--- config.mk ---
export PLATFORM = sky130hd
export DESIGN_NAME = quad_prog_rx
export DESIGN_NICKNAME = d
export VERILOG_FILES = /design/src/rtl/quad_prog_rx_pkg.sv /design/src/rtl/quad_prog_rx_edge.sv /design/src/rtl/quad_prog_rx_addr.sv /design/src/rtl/quad_prog_rx_gate.sv /design/src/rtl/quad_prog_rx.sv
export SDC_FILE = /design/constraint.sdc
export NUM_CORES = 1
export LEC_CHECK = 0
export ABC_AREA = 1
export BUFFER_PORTS_ARGS = -buffer_cell sky130_fd_sc_hd__buf_4
export CORE_ASPECT_RATIO = 2
export CORE_MARGIN = 2
export CORE_UTILIZATION = 53
export CTS_CLUSTER_DIAMETER = 150
export DETAILED_ROUTE_END_ITERATION = 6
export PLACE_DENSITY_LB_ADDON = 0.05
export RECOVER_POWER = 100
export SETUP_SLACK_MARGIN = 0.1
export SYNTH_ARGS = -nofsm -noshare
export SYNTH_HDL_FRONTEND = slang
export SYNTH_HIERARCHICAL = 1
export SYNTH_SLANG_ARGS = --single-unit
export TNS_END_PERCENT = 10
--- constraint.sdc ---
create_clock -name clk -period 1.9 [get_ports clk]
set_input_delay 0 -clock clk [delete_from_list [all_inputs] [get_ports clk]]
set_output_delay 0 -clock clk [all_outputs]
set_load 0.01 [all_outputs]
--- src/rtl/quad_prog_rx_pkg.sv ---
package quad_prog_rx_pkg;

    localparam logic [7:0] QPP_CMD   = 8'h38;
    localparam int         CMD_BITS  = 8;
    localparam int         ADDR_NIBS = 6;
    localparam int         CNT_W     = 3;

    typedef enum logic [2:0] {
        S_IDLE,
        S_CMD,
        S_ADDR,
        S_CHECK,
        S_DHI,
        S_DLO,
        S_SKIP
    } rx_state_e;

endpackage

--- src/rtl/quad_prog_rx_edge.sv ---
module quad_prog_rx_edge (
    input  logic clk,
    input  logic rst_n,
    input  logic sclk,
    output logic sclk_rise
);

    logic sclk_q;

    always_ff @(posedge clk) begin
        if (!rst_n) sclk_q <= 1'b0;
        else        sclk_q <= sclk;
    end

    assign sclk_rise = sclk & ~sclk_q;

    // a rise is never reported on two consecutive cycles
    p_rise_single_r4: assert property (@(posedge clk) disable iff (!rst_n)
        sclk_rise |=> !sclk_rise);

endmodule

--- src/rtl/quad_prog_rx_addr.sv ---
module quad_prog_rx_addr #(
    parameter int ADDR_W = 24,
    parameter int PAGE_W = 8,
    parameter int NIB_W  = 4
) (
    input  logic              clk,
    input  logic              rst_n,
    input  logic              load,
    input  logic [NIB_W-1:0]  nib,
    input  logic              advance,
    output logic [ADDR_W-1:0] cur_addr
);

    localparam int KEEP_W = ADDR_W - NIB_W;

    always_ff @(posedge clk) begin
        if (!rst_n) begin
            cur_addr <= '0;
        end else if (load) begin
            cur_addr <= {cur_addr[KEEP_W-1:0], nib};
        end else if (advance) begin
            cur_addr[PAGE_W-1:0] <= cur_addr[PAGE_W-1:0] + 1'b1;
        end
    end

    // stepping changes only the in-page offset, modulo the page size
    p_page_hold_r6: assert property (@(posedge clk) disable iff (!rst_n)
        (advance && !load) |=> $stable(cur_addr[ADDR_W-1:PAGE_W]));

    p_page_step_r6: assert property (@(posedge clk) disable iff (!rst_n)
        (advance && !load) |=>
            (cur_addr[PAGE_W-1:0] == PAGE_W'($past(cur_addr[PAGE_W-1:0]) + 1'b1)));

endmodule

--- src/rtl/quad_prog_rx_gate.sv ---
module quad_prog_rx_gate (
    input  logic wel_i,
    input  logic qe_i,
    input  logic prot_sel,
    input  logic blk_lock,
    input  logic sec_lock,
    output logic accept
);

    logic locked;

    always_comb begin
        locked = prot_sel ? sec_lock : blk_lock;
        accept = wel_i & qe_i & ~locked;
    end

endmodule

--- src/rtl/quad_prog_rx.sv ---
module quad_prog_rx
    import quad_prog_rx_pkg::*;
#(
    parameter int ADDR_W = 24,
    parameter int PAGE_W = 8,
    parameter int LANES  = 4
) (
    input  logic              clk,
    input  logic              rst_n,
    input  logic              cs_n,
    input  logic              sclk,
    input  logic [LANES-1:0]  sio,
    input  logic              wel_i,
    input  logic              qe_i,
    input  logic              prot_sel,
    input  logic              blk_lock,
    input  logic              sec_lock,
    input  logic [7:0]        buf_old,
    output logic [ADDR_W-1:0] lock_addr,
    output logic              wr_en,
    output logic [ADDR_W-1:0] wr_addr,
    output logic [7:0]        wr_data,
    output logic              wel_clr
);

    localparam logic [CNT_W-1:0] CMD_LAST  = CNT_W'(CMD_BITS - 1);
    localparam logic [CNT_W-1:0] ADDR_LAST = CNT_W'(ADDR_NIBS - 1);

    rx_state_e        state, nxt;
    logic             rise;
    logic             accept;
    logic [CNT_W-1:0] cnt;
    logic [7:0]       cmd_q;
    logic [LANES-1:0] hi_q;
    logic [7:0]       byte_q;
    logic             wrote_q;
    logic             load_nib;
    logic             step;
    logic [ADDR_W-1:0] cur_addr;

    quad_prog_rx_edge u_edge (
        .clk       (clk),
        .rst_n     (rst_n),
        .sclk      (sclk),
        .sclk_rise (rise)
    );

    quad_prog_rx_gate u_gate (
        .wel_i    (wel_i),
        .qe_i     (qe_i),
        .prot_sel (prot_sel),
        .blk_lock (blk_lock),
        .sec_lock (sec_lock),
        .accept   (accept)
    );

    assign load_nib = !cs_n && rise && (state == S_ADDR);
    assign step     = !cs_n && rise && (state == S_DLO);

    quad_prog_rx_addr #(
        .ADDR_W (ADDR_W),
        .PAGE_W (PAGE_W),
        .NIB_W  (LANES)
    ) u_addr (
        .clk      (clk),
        .rst_n    (rst_n),
        .load     (load_nib),
        .nib      (sio),
        .advance  (step),
        .cur_addr (cur_addr)
    );

    assign lock_addr = cur_addr;
    assign wr_data   = buf_old & byte_q;

    // state register
    always_ff @(posedge clk) begin
        if (!rst_n) state <= S_IDLE;
        else        state <= nxt;
    end

    // next-state selection
    always_comb begin
        nxt = state;
        if (cs_n) begin
            nxt = S_IDLE;
        end else begin
            unique case (state)
                S_IDLE:  nxt = S_CMD;
                S_CMD:   if (rise && cnt == CMD_LAST)
                             nxt = ({cmd_q[6:0], sio[0]} == QPP_CMD) ? S_ADDR : S_SKIP;
                S_ADDR:  if (rise && cnt == ADDR_LAST) nxt = S_CHECK;
                S_CHECK: nxt = accept ? S_DHI : S_SKIP;
                S_DHI:   if (rise) nxt = S_DLO;
                S_DLO:   if (rise) nxt = S_DHI;
                S_SKIP:  nxt = S_SKIP;
                default: nxt = S_IDLE;
            endcase
        end
    end

    // outputs and datapath
    always_ff @(posedge clk) begin
        if (!rst_n) begin
            cnt     <= '0;
            cmd_q   <= '0;
            hi_q    <= '0;
            byte_q  <= '0;
            wrote_q <= 1'b0;
            wr_en   <= 1'b0;
            wr_addr <= '0;
            wel_clr <= 1'b0;
        end else begin
            wr_en   <= 1'b0;
            wel_clr <= 1'b0;
            if (cs_n) begin
                if ((state == S_DHI || state == S_DLO) && wrote_q)
                    wel_clr <= 1'b1;
                wrote_q <= 1'b0;
                cnt     <= '0;
            end else begin
                unique case (state)
                    S_CMD: if (rise) begin
                        cmd_q <= {cmd_q[6:0], sio[0]};
                        cnt   <= cnt + 1'b1;
                    end
                    S_ADDR: if (rise) cnt <= cnt + 1'b1;
                    S_DHI:  if (rise) hi_q <= sio;
                    S_DLO:  if (rise) begin
                        byte_q  <= {hi_q, sio};
                        wr_addr <= cur_addr;
                        wr_en   <= 1'b1;
                        wrote_q <= 1'b1;
                    end
                    default: ;
                endcase
            end
        end
    end

    // a strobe follows only a low-nibble edge
    p_wr_source_r4: assert property (@(posedge clk) disable iff (!rst_n)
        wr_en |-> ($past(state) == S_DLO));

    // data phase is entered only with write enable and quad enable
    p_gate_r7_r8: assert property (@(posedge clk) disable iff (!rst_n)
        (state == S_DHI && $past(state) == S_CHECK) |-> $past(wel_i && qe_i));

    // data phase is entered only for an unlocked page
    p_lock_r9: assert property (@(posedge clk) disable iff (!rst_n)
        (state == S_DHI && $past(state) == S_CHECK) |->
            $past(prot_sel ? !sec_lock : !blk_lock));

    // latch clear only right after chip select was seen high
    p_wel_clr_r11: assert property (@(posedge clk) disable iff (!rst_n)
        wel_clr |-> ($past(cs_n) && state == S_IDLE));

    p_wel_clr_pulse_r11: assert property (@(posedge clk) disable iff (!rst_n)
        wel_clr |=> !wel_clr);

endmodule

==> results of run 1 <==
==> logic make-up (layout without fill, tap and decap cells) <==
| logic type | Yosys count | after routing | share of synthesized area (%) |
|---|---|---|---|
| flops | 77 | 77 | 47.99 |
| compound gates | 91 | 91 | 14.73 |
| xor+xnor | 1 | 1 | 0.2727 |
| buf+inv | 56 | 144 | 8.570 |
| fa+ha+maj | 4 | 4 | 1.558 |
| simple gates | 201 | 201 | 26.88 |
==> power groups by stage <==
stage,sequential [uW],clock (uW),combinational [uW]
3_3_place_gp,1690,0,168
3_5_place_dp,1690,0,169
5_1_grt,1650,1870,191
4_1_cts,1650,1790,179
2_1_floorplan,1690,0,93.8
6_report,1650,1770,170
==> sequential cells by signal (all words and copies together) (netlist names) <==
name,count
byte_q,8
cnt,3
u_addr/cur_addr,24
hi_q,4
wrote_q,1
wr_en,1
u_edge/sclk_q,1
wel_clr,1
cmd_q,7
state,3
wr_addr,24
==> placed cells by master, fill, tap and decap left out <==
master	synthesis	routed
inv_6	0	1
nor2_1	119	123
clkinvlp_4	0	2
inv_2	3	2
nor2_2	11	7
clkbuf_16	0	9
dfxtp_1	77	77
bufinv_16	0	1
inv_1	33	34
o31ai_1	1	1
o21ai_1	12	11
ha_1	4	4
nor2_4	3	3
clkbuf_8	0	3
nor3_1	2	2
dlygate4sd3_1	0	6
nand4_1	1	1
clkbuf_1	6	59
a21oi_1	18	18
nand3_1	15	16
nand2_2	2	2
xor2_1	1	1
buf_4	1	24
a22oi_1	5	5
nand2_1	46	46
nor2_8	1	1
o211ai_1	1	1
o21ai_0	54	55
inv_4	2	2
clkbuf_2	1	1
==> cell usage after synthesis <==
library cell,count
a21oi_1,18
a22oi_1,5
buf_1,1
buf_2,2
buf_4,1
buf_6,7
clkbuf_1,6
clkbuf_2,1
dfxtp_1,77
ha_1,4
inv_1,33
inv_2,3
inv_4,2
nand2_1,46
nand2_2,2
nand3_1,15
nand3_4,1
nand4_1,1
nor2_1,119
nor2_2,11
nor2_4,3
nor2_8,1
nor3_1,2
o211ai_1,1
o21ai_0,54
o21ai_1,12
o31ai_1,1
xor2_1,1
==> stage by stage <==
step                power (uW)  util [%]  setup WS (ps)  instance area [sq um]  cells
finish                    3594     65.95          235.0                   3928    581
CTS                       3628     70.13          260.7                   4177    581
detailed placement        1858     63.74          277.2                   3796    559
global placement          1856     63.74          337.8                   3796    559
global route              3711     65.95          77.05                   3928    581
floorplan                 1781         -          415.5                   3212    430
==> worst max path at each step <==
stage                  start                   to  slack [ps]
2_1_floorplan  u_edge/sclk_q   u_addr/cur_addr[1]         420
4_1_cts                 sclk   u_addr/cur_addr[4]         260
5_1_grt                 sclk  u_addr/cur_addr[23]          80
3_3_place_gp        state[1]   u_addr/cur_addr[0]         340
3_5_place_dp   u_edge/sclk_q   u_addr/cur_addr[4]         280
6_report                sclk   u_addr/cur_addr[9]         230
==> per-layer routing <==
layer,track usage [%],vias up
met5,0,-
met4,13.79,0
met3,4.972,20
met2,44.67,86
met1,25.56,1321
li1,-,1532
==> cell type report <==
| cell class | count | area [sq um] |
|---|---|---|
| fill | 602 | 2028 |
| sequential | 77 | 1541 |
| multi-input combinational | 297 | 1373 |
| timing repair buffer | 90 | 466.7 |
| clock buffer | 12 | 266.5 |
| inverter | 38 | 147.6 |
| tap | 63 | 78.83 |
| clock inverter | 4 | 53.80 |
==> what timing repair did <==
item | 4_1_cts | 5_1_grt
setup endpoints to repair | 0 | 7
resized for setup | 0 | 1
hold buffers | 6 | 0
endpoints found under the hold margin | 12 | 0
==> worst max-delay path, delay by kind of cell <==
| family | cells | cell delay [ps] |
|---|---|---|
| buf+inv | 6 | 1160 |
| compound gates | 2 | 300 |
| simple gates | 3 | 450 |
==> flow_summary_export.csv, run 1 <==
group,metric,value,unit
status,outcome,"completed",
power_and_ir_drop,p_int,2831,uW
sta,tns,0,ps
setup_path,slowest_stage,"dlygate4sd3_1",
sta,max-slew-margin-rel,16.77,%
power_and_ir_drop,power_leakage,0.001838,uW
sta,fin_hold_ws,75.19,ps
logic_synthesis,yosysTopAreaCellShare,47.99,%
setup_path,slowest_delay,540,ps
detailed_routing,route.met2.wl,4.288,mm
clock_tree,htreeDepth,3,
sta,fin_crit_sh,87.63,%
clock_tree,post_cts_buffers,0,
die,ios,79,
setup_path,end_kind,"flop",
detailed_routing,finalWirelength,7.935,mm
clock_tree,clockBufferDepth,2,
grt,grt_max_degree,36,
detailed_routing,drt-met1-wl,2.996,mm
detailed_routing,drc,0,
logic_synthesis,yosysTopAreaCell,"dfxtp_1",
setup_path,r2r_cells,7,
grt,antenna_found_initial,0,
hold_path,hold-path-cell-count,3,
die,rows,40,
setup_path,r2r_start,"state[1]",
setup_path,critPathArrivalTime,1930,ps
detailed_routing,routed.top_layer,"met4",
logic_synthesis,ys_ff_latch,77,
detailed_routing,dr.pass1.iters,4,
detailed_routing,vias_per_cell,5.093,
detailed_routing,wl_met3,347,um
power_and_ir_drop,pwr_density_cell,915.0,nW/um^2
clock_tree,numClockSinks,77,
hold_path,hold_end,"wr_addr[23]",
power_and_ir_drop,clockPowerShare,49.3,%
grt,grt_usage,24.82,%
setup_path,crit_chain,"dlygate4sd3_1 > buf_4 > inv_1 > nor2_2 > inv_1 > nor2_4 > inv_2 > nor2_4 > clkbuf_2 > o21ai_0 > a21oi_1",
setup_path,worst-setup-path-type,"in2reg",
detailed_routing,drtAntennaViolNets,0,
die,die_x,59.05,um
place,numPortBuffers,78,
clock_tree,clock_latency,330,ps
clock_tree,cts_tree,"done",
setup_path,crit_required,2160,ps
die,fp.dieH,114.1,um
power_and_ir_drop,switchingPower,762.7,uW
setup_path,worst_r2r_endpoint,"u_addr/cur_addr[9]",
place,dp_hpwl,5.624,mm
sta,grt_setup_unrepaired,"yes",
die,core-area,5956,sq um
detailed_routing,drtIter0Drc,120,
die,initial_core_util,53.93,%
grt,grt_pass1_vias,2782,
sta,maxSlewViolCount,0,
grt,grt.overflow.total,0,
finish,syn2layout_area_growth,22.28,%
finish,antenna_cells,0,
sta,setup_viol,0,
die,dieArea,6736,sq um
power_and_ir_drop,pwr-share-comb,4.7,%
sta,max_freq,600.6,MHz
detailed_routing,wl_per_cell,13.66,um
setup_path,r2r_slack,260,ps
detailed_routing,vias,2959,
logic_synthesis,ys_seq_area_share,47.99,%
grt,grt_first_pass_wirelength,12.68,mm
finish,num-nets-final,538,
power_and_ir_drop,power_frac_seq,46.0,%
run,maxCapViolations,0,
finish,drive_gt1_share,11.20,%
power_and_ir_drop,ir_drop,0.6926,mV
place,globalplace.congestion,0.8402,
logic_synthesis,syn_nets,455,
logic_synthesis,ys_warn_count,6,
sta,skew,3.708,ps
sta,hold_viol_final,0,
clock_tree,cts_root_buf,"clkbuf_16",
power_and_ir_drop,switching_share,21.22,%
setup_path,critical_path.max_fanout,13,
sta,fin_crit,1665,ps
logic_synthesis,synthTopCellsByArea,"dfxtp_1 (48%), nor2_1 (14%), o21ai_0 (8.4%)",
setup_path,start_kind,"input pin",
sta,worst_pin_slew,1248,ps
hold_path,hp-start,"rst_n",
clock_tree,cts_buffers,9,
logic_synthesis,synth.distinct_cells,28,
logic_synthesis,avgSynthCellArea,7.469,sq um
logic_synthesis,synth_area,3212,sq um
clock_tree,clk_pin_slew,60,ps
hold_path,hp-class,"in2reg",
logic_synthesis,syn_inst,430,
Power figures use the tool's default switching activity.
==> run 2: changes to the inputs <==
--- a/config.mk
+++ b/config.mk
@@ -12,7 +12,7 @@
 export CORE_UTILIZATION = 53
 export CTS_CLUSTER_DIAMETER = 150
 export DETAILED_ROUTE_END_ITERATION = 6
-export PLACE_DENSITY_LB_ADDON = 0.05
+export PLACE_DENSITY = 0.76
 export RECOVER_POWER = 100
 export SETUP_SLACK_MARGIN = 0.1
 export SYNTH_ARGS = -nofsm -noshare
==> run 2 against run 1 <==
Against the previous run: sequential power hardly changed; critical path depth stayed put; worst setup slack worse by 38 ps; worst hold slack better by 99 ps; clock skew hardly changed.
==> flow_summary_export.csv, run 2 (synthesized netlist as in run 1, its figures left out) <==
group,metric,value,unit
status,outcome,"completed",
die,dieArea,6736,sq um
place,globalplace.congestion,0.8959,
detailed_routing,drc,0,
finish,final_cell_mix,"nor2_1 (119), dfxtp_1 (77), clkbuf_1 (60)",
setup_path,critPathArrivalTime,1960,ps
clock_tree,cts_buffers,9,
die,initial_core_util,53.93,%
finish,final_common_cell,"nor2_1",
die,rows,40,
grt,grt_first_pass_wirelength,13.05,mm
grt,grt_max_degree,66,
clock_tree,numClockSinks,77,
detailed_routing,wl_per_cell,13.98,um
run,maxCapViolations,0,
setup_path,end_kind,"flop",
detailed_routing,vias,3103,
sta,hold_viol_final,0,
setup_path,crit_chain,"dlygate4sd3_1 > buf_4 > inv_1 > nor2_2 > inv_2 > nor2_4 > inv_2 > nor2_8 > buf_4 > o21ai_0 > nor2_1",
detailed_routing,drtIter0Drc,137,
setup_path,critical_path.max_fanout,16,
sta,maxSlewViolCount,0,
sta,max-slew-margin-rel,30.03,%
clock_tree,post_cts_buffers,0,
clock_tree,clk_pin_slew,50,ps
grt,grt_usage,25.28,%
place,dp_hpwl,5.390,mm
clock_tree,clockBufferDepth,2,
clock_tree,clock_latency,330,ps
sta,tns,0,ps
power_and_ir_drop,pwr_density_cell,881.0,nW/um^2
grt,grt.overflow.total,0,
finish,antenna_cells,0,
die,ios,79,
detailed_routing,vias_per_cell,5.341,
clock_tree,cts_root_buf,"clkbuf_16",
place,dpl.cell_count,559,
sta,max_freq,587.3,MHz
finish,num-nets-final,540,
sta,setup_slack,197.3,ps
finish,syn2layout_area_growth,22.83,%
die,core-area,5956,sq um
hold_path,hp-class,"in2reg",
die,die_x,59.05,um
setup_path,slowest_delay,520,ps
detailed_routing,drtAntennaViolNets,0,
sta,skew,3.769,ps
sta,fin_crit_sh,89.61,%
detailed_routing,dr.pass1.iters,4,
finish,largest_registers,"u_addr/cur_addr (24), wr_addr (24), byte_q (8)",
power_and_ir_drop,power_leakage,0.001835,uW
setup_path,start_kind,"input pin",
setup_path,worst-setup-path-type,"in2reg",
sta,fin_hold_ws,174.6,ps
grt,antenna_found_initial,0,
grt,grt_pass1_vias,2913,
finish,n_fill_cell,562,
setup_path,slowest_stage,"dlygate4sd3_1",
place,numPortBuffers,78,
setup_path,r2r_slack,210,ps
finish,fin_cells,581,
finish,drive_gt1_share,11.97,%
setup_path,crit_required,2160,ps
clock_tree,htreeDepth,3,
die,fp.dieH,114.1,um
sta,fin_crit,1703,ps
detailed_routing,finalWirelength,8.123,mm
power_and_ir_drop,ir_drop,0.6933,mV
clock_tree,cts_tree,"done",
sta,grt_setup_unrepaired,"yes",
place,dp_slack,250.8,ps
sta,worst_pin_slew,1049,ps
sta,setup_viol,0,
-- run 2: changes by cell type in the layout (fill, tap and decap cells not counted), sizes merged --
cell / delta
nor2: +1
clkinv: +1
inv: -1
clkinvlp: -2
dlygate4sd3: +1
-- run 2: area by class of cell --
| class | instances | area (sq um) | share of cell area (%) |
|---|---|---|---|
| clock buffers | 12 | 246.5 | 6.248 |
| clock inverters | 2 | 35.03 | 0.8880 |
| inverters | 38 | 147.6 | 3.742 |
| multi-input cells | 298 | 1411 | 35.78 |
| flip-flops and latches | 77 | 1541 | 39.07 |
| well taps | 63 | 78.83 | 1.998 |
| repair buffers | 91 | 484.2 | 12.27 |
-- run 2: path summary, 6_finish.rpt --
check,start,to,cells after the start
setup reg to reg,u_edge/sclk_q,wr_addr[19],8
hold reg to reg,wrote_q,wel_clr,2
setup / recovery,sclk,wr_addr[19],11
hold / removal,qe_i,state[1],8
-- run 2: critical path: cells and delay by family --
kind,cells,cell delay (ps)
buffers and inverters,6,1130
and+or+nand+nor,4,700
AOI/OAI and AO/OA,1,110
-- run 2: where the power goes --
group / internal [uW] / switching, uW
Clock: 1040 / 608
Sequential: 1630 / 19.7
Combinational: 72.7 / 105
Total: 2740 / 733
-- run 2: per-layer routing --
layer  track usage (%)  part of all wire [%]  up-vias
met5                 0                     0        -
met4             13.48                   1.9        0
met3             4.294                   4.5       13
met2             44.89                    56      103
met1             27.37                    38     1438
li1                  -                     -     1549
-- run 2: per-stage QoR --
stage / total power (uW) / cell area [sq um] / utilization [%]
2_1_floorplan: 1781 / 3212 / -
3_3_place_gp: 1852 / 3796 / 63.74
3_5_place_dp: 1856 / 3796 / 63.74
4_1_cts: 3493 / 4148 / 69.64
5_1_grt: 3593 / 3945 / 66.24
6_report: 3476 / 3945 / 66.24
-- run 2: timing repair --
item | 4_1_cts | 5_1_grt
hold buffers | 7 | 0
endpoints found under the hold margin | 11 | 0
resized for setup | 0 | 3
setup endpoints to repair | 0 | 29
==> run 3: changes to the inputs <==
--- a/config.mk
+++ b/config.mk
@@ -7,12 +7,14 @@
 export LEC_CHECK = 0
 export ABC_AREA = 1
 export BUFFER_PORTS_ARGS = -buffer_cell sky130_fd_sc_hd__buf_4
+export CELL_PAD_IN_SITES_DETAIL_PLACEMENT = 1
+export CELL_PAD_IN_SITES_GLOBAL_PLACEMENT = 2
 export CORE_ASPECT_RATIO = 2
 export CORE_MARGIN = 2
-export CORE_UTILIZATION = 53
+export CORE_UTILIZATION = 29
 export CTS_CLUSTER_DIAMETER = 150
 export DETAILED_ROUTE_END_ITERATION = 6
-export PLACE_DENSITY = 0.76
+export PLACE_DENSITY = 0.75
 export RECOVER_POWER = 100
 export SETUP_SLACK_MARGIN = 0.1
 export SYNTH_ARGS = -nofsm -noshare
==> run 3 against run 2 <==
Against the previous run: total power shrank 1.8%; die area grew 78%; combinational power is essentially flat; flip-flop and latch count is the same; design area grew 2.4%; fmax grew 0.57%; cell count grew 14%; sequential power is essentially flat; count of clock-buffer cells in the layout shrank 1; routed wire length grew 18%; critical path type is now reg2reg; highest routed layer unchanged.
==> flow_summary_export.csv, run 3 (synthesized netlist as in run 1, its figures left out) <==
group,metric,value,unit
clock_tree,cts_tree,"done",
sta,hold_viol_final,0,
finish,final_cell_mix,"nor2_1 (118), dfxtp_1 (77), clkbuf_1 (60)",
power_and_ir_drop,power_leakage,0.001839,uW
power_and_ir_drop,pwr_density_cell,844.7,nW/um^2
finish,fin_area,4041,sq um
setup_path,path_buf_inv,3,
setup_path,critPathTopFamily,"simple AND/OR/NAND/NOR gates",
setup_path,crit_chain,"inv_1 > nand2_1 > nor2_4 > buf_4 > nor2_2 > nand2_1 > o211ai_1 > nand2_1 > inv_1",
clock_tree,clockBufferDepth,2,
finish,final_common_cell,"nor2_1",
die,dieArea,11980,sq um
setup_path,worst_r2r_endpoint,"u_addr/cur_addr[0]",
grt,grt.overflow.total,0,
grt,grt_pass1_vias,3182,
place,globalplace.congestion,0.8105,
clock_tree,numClockSinks,77,
die,die_x,78.42,um
setup_path,r2r_slack,210,ps
detailed_routing,drc,0,
power_and_ir_drop,p_total,3414,uW
sta,skew,8.397,ps
sta,setup_slack,206.9,ps
detailed_routing,drtAntennaViolNets,0,
detailed_routing,routed.top_layer,"met4",
run,maxCapViolations,0,
detailed_routing,wl_met3,312,um
finish,multiInputGateArea,1393,sq um
clock_tree,cts_root_buf,"clkbuf_16",
finish,n_fill_cell,1398,
setup_path,end_kind,"flop",
hold_path,hp-class,"in2reg",
sta,fin_crit,1693,ps
hold_path,hold_end,"state[1]",
detailed_routing,drt-met1-wl,3.548,mm
die,ios,79,
place,numPortBuffers,78,
sta,max_freq,590.6,MHz
clock_tree,clk_pin_slew,60,ps
setup_path,crit_required,2190,ps
detailed_routing,vias,3078,
setup_path,critical_path.max_fanout,8,
detailed_routing,vias_per_cell,4.650,
hold_path,hp-start,"qe_i",
sta,maxSlewViolCount,0,
power_and_ir_drop,ir_drop,0.5108,mV
grt,grt_max_degree,66,
die,core-area,10880,sq um
setup_path,critPathArrivalTime,1980,ps
die,initial_core_util,29.53,%
clock_tree,cts_buffers,9,
place,dpl_cell_area,3900,sq um
setup_path,worst-setup-path-type,"reg2reg",
finish,num-nets-final,543,
die,rows,54,
grt,antenna_found_initial,0,
sta,fin_hold_ws,194.8,ps
detailed_routing,route.met2.wl,5.464,mm
setup_path,critPathMostFrequentCell,"nand2_1",
detailed_routing,dr.pass1.iters,4,
finish,largest_registers,"u_addr/cur_addr (24), wr_addr (24), byte_q (8)",
sta,max-slew-margin-rel,61.69,%
detailed_routing,finalWirelength,9.623,mm
place,dp_hpwl,6.869,mm
finish,register_area,1541,sq um
detailed_routing,drtIter0Drc,99,
finish,antenna_cells,0,
setup_path,r2r_start,"state[2]",
setup_path,slowest_delay,520,ps
setup_path,start_kind,"flop",
detailed_routing,wl_per_cell,14.54,um
finish,syn2layout_area_growth,25.83,%
status,outcome,"completed",
clock_tree,clock_latency,340,ps
hold_path,hold-path-cell-count,8,
sta,fin_crit_sh,89.11,%
setup_path,slowest_stage,"dfxtp_1",
sta,grt_setup_unrepaired,"no",
clock_tree,htreeDepth,3,
grt,grt_first_pass_wirelength,15.86,mm
sta,setup_viol,0,
sta,tns,0,ps
setup_path,r2r_cells,9,
grt,grt_usage,16.86,%
die,fp.dieH,152.8,um
finish,drive_gt1_share,12.64,%
sta,worst_pin_slew,574.6,ps
place,dp_slack,221.3,ps
run 3: cell count changes in the layout (fill, tap and decap cells not counted):
cell,previous run,this run
inv_2,3,2
clkinvlp_4,0,2
buf_6,1,0
nor2_1,119,118
clkinv_2,1,2
nor2_2,10,13
clkbuf_2,1,2
o21ai_1,7,9
nor2_4,5,2
o21ai_0,59,57
buf_12,0,1
buf_4,23,25
bufinv_16,1,0
inv_1,33,34
run 3: how the worst max path moves through the flow:
stage	depth (start not counted)	endpoint	startpoint
global route	9	u_addr/cur_addr[0]	state[2]
global placement	12	u_addr/cur_addr[1]	u_edge/sclk_q
floorplan	13	u_addr/cur_addr[1]	u_edge/sclk_q
detailed placement	9	u_addr/cur_addr[3]	u_edge/sclk_q
CTS	7	u_addr/cur_addr[6]	state[1]
finish	9	u_addr/cur_addr[0]	state[2]
run 3: worst min-delay path, cell delays in order:
cell and delay, ps:
buf_4 110, nand2_1 60, nor2_2 40, nand2_1 60
a21oi_1 60, nand3_1 90, nand2_1 50, inv_1 40
run 3: area by class of cell:
class                      instances  area share [%]
timing repair buffer              95           12.79
multi-input combinational        297           34.46
inverter                          38           3.653
clock buffer                      11           6.006
clock inverter                     4          0.6192
tap                              140           4.334
sequential                        77           38.14
run 3: routing by layer:
metal  GRT usage [%]  up-vias
li1                -     1552
met1           17.04     1451
met2           31.73       56
met3           3.542       19
met4           8.271        0
met5               0        -
run 3: metrics by stage:
step                      utilization [%]  instances
final                               37.15        662
after global routing                37.15        662
after CTS                           38.96        659
after detailed placement            35.85        637
after global placement              35.85        637
after floorplan                         -        430
run 3: timing repair:
action | in CTS | in global routing
setup endpoints to repair | 0 | 23
hold buffers | 7 | 0
buffers inserted | 0 | 3
gates resized for setup | 0 | 2
endpoints found under the hold margin | 15 | 0
run 3: power breakdown:
group	internal [uW]	switching (uW)	leakage, uW	total (uW)
Sequential	1630	20.3	0.000621	1650
Clock	908	675	0.000127	1580
Combinational	71.5	105	0.00109	177
